## src/rtl/bld_pkg.sv

```systemverilog
package bld_pkg;

  typedef enum logic [1:0] {
    OP_JCC    = 2'd0,
    OP_LOOP   = 2'd1,
    OP_LOOPZ  = 2'd2,
    OP_LOOPNZ = 2'd3
  } bld_op_e;

  typedef enum logic [3:0] {
    CC_ALWAYS = 4'd0,
    CC_EQ     = 4'd1,
    CC_NE     = 4'd2,
    CC_SGT    = 4'd3,
    CC_SGE    = 4'd4,
    CC_SLT    = 4'd5,
    CC_SLE    = 4'd6,
    CC_UGT    = 4'd7,
    CC_UGE    = 4'd8,
    CC_ULT    = 4'd9,
    CC_ULE    = 4'd10,
    CC_OV     = 4'd11,
    CC_NOV    = 4'd12,
    CC_NEG    = 4'd13,
    CC_POS    = 4'd14,
    CC_NEVER  = 4'd15
  } bld_cc_e;

  typedef struct packed {
    logic zf;
    logic sf;
    logic of;
    logic cf;
  } bld_flags_t;

endpackage

```

## src/rtl/bld_cond_eval.sv

```systemverilog
module bld_cond_eval
  import bld_pkg::*;
(
  input  bld_flags_t flags,
  input  bld_cc_e    cc,
  output logic       hit
);

  logic signed_less;
  logic unsigned_le;

  assign signed_less = flags.sf ^ flags.of;
  assign unsigned_le = flags.cf | flags.zf;

  always_comb begin
    case (cc)
      CC_ALWAYS: hit = 1'b1;
      CC_EQ:     hit = flags.zf;
      CC_NE:     hit = ~flags.zf;
      CC_SGT:    hit = ~flags.zf & ~signed_less;
      CC_SGE:    hit = ~signed_less;
      CC_SLT:    hit = signed_less;
      CC_SLE:    hit = flags.zf | signed_less;
      CC_UGT:    hit = ~unsigned_le;
      CC_UGE:    hit = ~flags.cf;
      CC_ULT:    hit = flags.cf;
      CC_ULE:    hit = unsigned_le;
      CC_OV:     hit = flags.of;
      CC_NOV:    hit = ~flags.of;
      CC_NEG:    hit = flags.sf;
      CC_POS:    hit = ~flags.sf;
      default:   hit = 1'b0;
    endcase
  end

endmodule

```

## src/rtl/bld_loop_ctl.sv

```systemverilog
module bld_loop_ctl
  import bld_pkg::*;
#(
  parameter int CNT_W = 16
) (
  input  bld_op_e          op,
  input  logic             zf,
  input  logic [CNT_W-1:0] cnt_in,
  output logic [CNT_W-1:0] cnt_dec,
  output logic             is_loop,
  output logic             hit
);

  localparam logic [CNT_W-1:0] STEP = CNT_W'(1);

  logic remain;

  assign cnt_dec = cnt_in - STEP;
  assign remain  = |cnt_dec;
  assign is_loop = (op != OP_JCC);

  always_comb begin
    case (op)
      OP_LOOP:   hit = remain;
      OP_LOOPZ:  hit = remain & zf;
      OP_LOOPNZ: hit = remain & ~zf;
      default:   hit = 1'b0;
    endcase
  end

endmodule

```

## src/rtl/bld_unit.sv

```systemverilog
module bld_unit
  import bld_pkg::*;
#(
  parameter int CNT_W = 16
) (
  input  logic             clk,
  input  logic             rst_n,
  input  logic             in_valid,
  input  logic [1:0]       op_kind,
  input  logic [3:0]       cond_code,
  input  logic             flag_zf,
  input  logic             flag_sf,
  input  logic             flag_of,
  input  logic             flag_cf,
  input  logic [CNT_W-1:0] count_in,
  output logic             res_valid,
  output logic             res_taken,
  output logic [CNT_W-1:0] res_count,
  output logic             res_count_we
);

  bld_op_e          op_e;
  bld_cc_e          cc_e;
  bld_flags_t       flags;
  logic             cc_hit;
  logic             loop_hit;
  logic             is_loop;
  logic [CNT_W-1:0] cnt_dec;
  logic             taken_nx;
  logic [CNT_W-1:0] cnt_nx;

  assign op_e  = bld_op_e'(op_kind);
  assign cc_e  = bld_cc_e'(cond_code);
  assign flags = '{zf: flag_zf, sf: flag_sf, of: flag_of, cf: flag_cf};

  bld_cond_eval u_cond (
    .flags (flags),
    .cc    (cc_e),
    .hit   (cc_hit)
  );

  bld_loop_ctl #(.CNT_W(CNT_W)) u_loop (
    .op      (op_e),
    .zf      (flag_zf),
    .cnt_in  (count_in),
    .cnt_dec (cnt_dec),
    .is_loop (is_loop),
    .hit     (loop_hit)
  );

  assign taken_nx = is_loop ? loop_hit : cc_hit;
  assign cnt_nx   = is_loop ? cnt_dec  : count_in;

  always_ff @(posedge clk) begin
    if (!rst_n) begin
      res_valid    <= 1'b0;
      res_taken    <= 1'b0;
      res_count_we <= 1'b0;
      res_count    <= '0;
    end else begin
      res_valid    <= in_valid;
      res_taken    <= in_valid & taken_nx;
      res_count_we <= in_valid & is_loop;
      if (in_valid) res_count <= cnt_nx;
    end
  end

endmodule

```

## config.mk

```make
export PLATFORM = sky130hd
export DESIGN_NAME = bld_unit
export DESIGN_NICKNAME = d
export VERILOG_FILES = /design/src/rtl/bld_pkg.sv /design/src/rtl/bld_cond_eval.sv /design/src/rtl/bld_loop_ctl.sv /design/src/rtl/bld_unit.sv
export SDC_FILE = /design/constraint.sdc
export NUM_CORES = 1
export LEC_CHECK = 0
export BUFFER_PORTS_ARGS = -buffer_cell sky130_fd_sc_hd__buf_2
export CORE_MARGIN = 4
export CORE_UTILIZATION = 43
export DETAILED_ROUTE_END_ITERATION = 6
export PLACE_DENSITY_LB_ADDON = 0.25
export SLEW_MARGIN = 20
export SYNTH_ARGS = -nofsm -noshare
export SYNTH_HDL_FRONTEND = slang
export SYNTH_SLANG_ARGS = --single-unit
export TNS_END_PERCENT = 100
```

## constraint.sdc

```tcl
create_clock -name clk -period 2.24 [get_ports clk]
set_input_delay 0.336 -clock clk [delete_from_list [all_inputs] [get_ports clk]]
set_output_delay 0.336 -clock clk [all_outputs]
set_load 0.03 [all_outputs]
```

==> out/results.txt <==
CTS tree: yes
most common flop cell mapped by yosys: dfxtp_1
critical path required time: 2.43 ns
Post-Synth XOR/XNOR Area: 9.28%
Synth Area in Compound Gates: 23.3%
CTS buffer count: 3
Syn Inst Count: 154
Yosys reg bits: 19
asr flop ratio synth: 0%
FILL cells: 272
unrepaired setup endpoints after global routing: false
leakage dissipation: 0.000666 uW
CTS Root Cell: clkbuf_4
Vert. Die Dim: 61.4 microns
min cycle time layout: 1.98 ns
Max Slew Vio Count: 0
hold buffer count at cts: 0
most frequent cell after synthesis: nor2_1
Post-Syn Area per Cell: 7.97 sq um
commonest cells in the netlist: nor2_1 (24), dfxtp_1 (19), a211oi_1 (11), xnor2_1 (10), inv_1 (9)
Synth Area in Adders: 2.04%
Critical Path End Type: flip-flop
fin util: 57.2%
Synth cell types: 42
initial antenna violation count: 0
FF-to-FF End: res_count[9]$_SDFFE_PN0P_
Setup crit start: count_in[10]
final setup vio count: 0
Inserted Diodes: 0
Fmax: 505 MHz
crit start category: input pin
post-route ant nets: 0
First DRT Iteration DRCs: 38
I/O pins: 48
busiest grt layer: met2
cell taking the most area after synthesis: dfxtp_1
Worst Tran Pin Value: 0.463 ns
setup slack, reg-to-reg: 1.51 ns
Post-Syn Area: 1230 sq um
via count of the first global-routing pass: 1,159
Post-CTS Setup Bufs: 0
Clock Latency Late Sink: 0.30 ns
max-cap violations: 0
CP endpoint: res_taken$_SDFF_PN0_
instance area at placement: 1540 sq um
sequential share of the synthesized area: 31.0%
row cnt: 19
number of remaining DRC errors: 0
DR vias/cell: 5.33
fin area: 1560 sq um
Max-slew headroom: 69.1%
r2r startpoint: res_count[9]$_SDFFE_PN0P_
IO Port Bufs: 47
PwrDens: 497 nW/um^2
CP Class: in -> reg
Nets: 236
clk sink count: 19
clk_skew: 0 ns
die width: 61.4 microns
Setup TNS: 0 ns
Synth top area share: 31.0%
CORE AREA: 2730 sq um
worst vdd ir: 0.000349 V
largest family of logic cells by synthesized area: simple AND/OR/NAND/NOR gates
GR Util met2: 29.9%
largest net degree at the start of global routing: 31
post-cts sizing count: 0
final hold violation count: 0
final HPWL from detailed placement: 2380 microns
worst-path fanout max: 4
fraction of layout cells with a size suffix above 1: 32.4%
drt pass-1 iters: 4
Max Buffers Root-to-Sink: 2
Total Routing Usage GR: 16.7%
HP Class: in -> reg
sequential cell area: 380 sq um
period utilization: 88.4%
initial core utilization: 44.9%
clock edge transition at the registers on the reported setup and hold paths: 0.12 ns
WL/cell: 12.5 microns
Placer Congestion: 0.813
htree depth: 1
via count: 1,253
main area contributors after synthesis: dfxtp_1 (31%), nor2_1 (7.3%), xnor2_1 (7.1%), a211oi_1 (6.7%), or3_1 (4.1%)
Synth warnings: 0
post-synthesis mux area share: 2.45%
gr ovfl total: 0
syn nets: 185
EDFF count, synth: 0
Synth Area in Simple Gates: 26.3%
die area: 3770 sq um
P&R area growth vs syn: 27.4%
critical path arrival: 2.17 ns
met3 Track Usage GR: 3.14%
routed wire length: 2940 microns
footprint of the multi-input gates: 788 sq um
worst r2r path cells: 2
met1 Resource Use GR: 19.7%
first-pass GRT wire length: 4820 microns
status: completed
[sequential cells by signal, summed over array words and instances (netlist names)]
signal,flops
res_count,16
res_count_we,1
res_taken,1
res_valid,1
[area by class of cell]
cell class / instances / share of cell area [%]
Clock buffer: 3 / 1.44
Clock inverter: 1 / 0.320
Inverter: 9 / 2.16
Multi-Input combinational cell: 117 / 50.4
Sequential cell: 19 / 24.3
Tap cell: 31 / 2.48
Timing Repair Buffer: 55 / 18.9
[cells by family after synthesis]
kind of cell	after synthesis
xor gates and xnor gates	13
adders and majority gates	2
buffers and inverters	18
AOI/OAI and AO/OA	39
muxes	3
DFF	19
and+or+nand+nor	60
[worst max-delay path, stage by stage]
cell,delay [ns]
buf_2,0.10
or4_4,0.54
or3_1,0.39
or4_4,0.57
a211oi_2,0.16
a2111oi_1,0.07
[worst min-delay path by stage]
stage | startpoint | cells after the start | slack [ns] | end
finish | op_kind[1] | 2 | 0.25 | res_taken$_SDFF_PN0_
global route | op_kind[1] | 2 | 0.24 | res_taken$_SDFF_PN0_
CTS | op_kind[1] | 2 | 0.25 | res_taken$_SDFF_PN0_
detailed placement | res_count[10]$_SDFFE_PN0P_ | 2 | 0.48 | res_count[10]$_SDFFE_PN0P_
global placement | res_count[0]$_SDFFE_PN0P_ | 2 | 0.47 | res_count[0]$_SDFFE_PN0P_
floorplan | op_kind[1] | 1 | 0.44 | res_taken$_SDFF_PN0_
[through the flow]
stage	hold WS, ns	setup WS, ns	total power (uW)	cells
after floorplan	0.440	0.0363	519	154
after global placement	0.469	-0.0342	604	231
after detailed placement	0.477	-0.0768	609	231
after CTS	0.248	0.249	787	235
after global routing	0.238	0.205	830	235
final	0.251	0.261	778	235
[power by group]
part / total, uW / leakage [uW] / switching, uW / internal, uW
clock network: 178 / 0.0000177 / 112 / 66.4
registers: 371 / 0.000158 / 9.57 / 362
logic: 228 / 0.000491 / 142 / 86.1
total: 778 / 0.000666 / 263 / 514
[placed cells by master, fill, tap and decap left out, drive strengths merged, types with 3 or more instances in the layout]
cell type	netlist	final
buf	2	55
nor2	24	24
dfxtp	19	19
a211oi	11	11
xnor2	10	10
inv	9	9
o21ai	9	9
or3	8	8
nand2	5	5
a311oi	5	5
nor3	4	4
a21oi	3	3
xor2	3	3
mux2i	3	3
nor4	3	3
clkbuf	7	3
[routing by layer]
metal  routed length [microns]  vias up
met5                         0        -
met4                        32        0
met3                       206        2
met2                      1420       29
met1                      1280      551
li1                          -      671
Power figures use the tool's default switching activity.
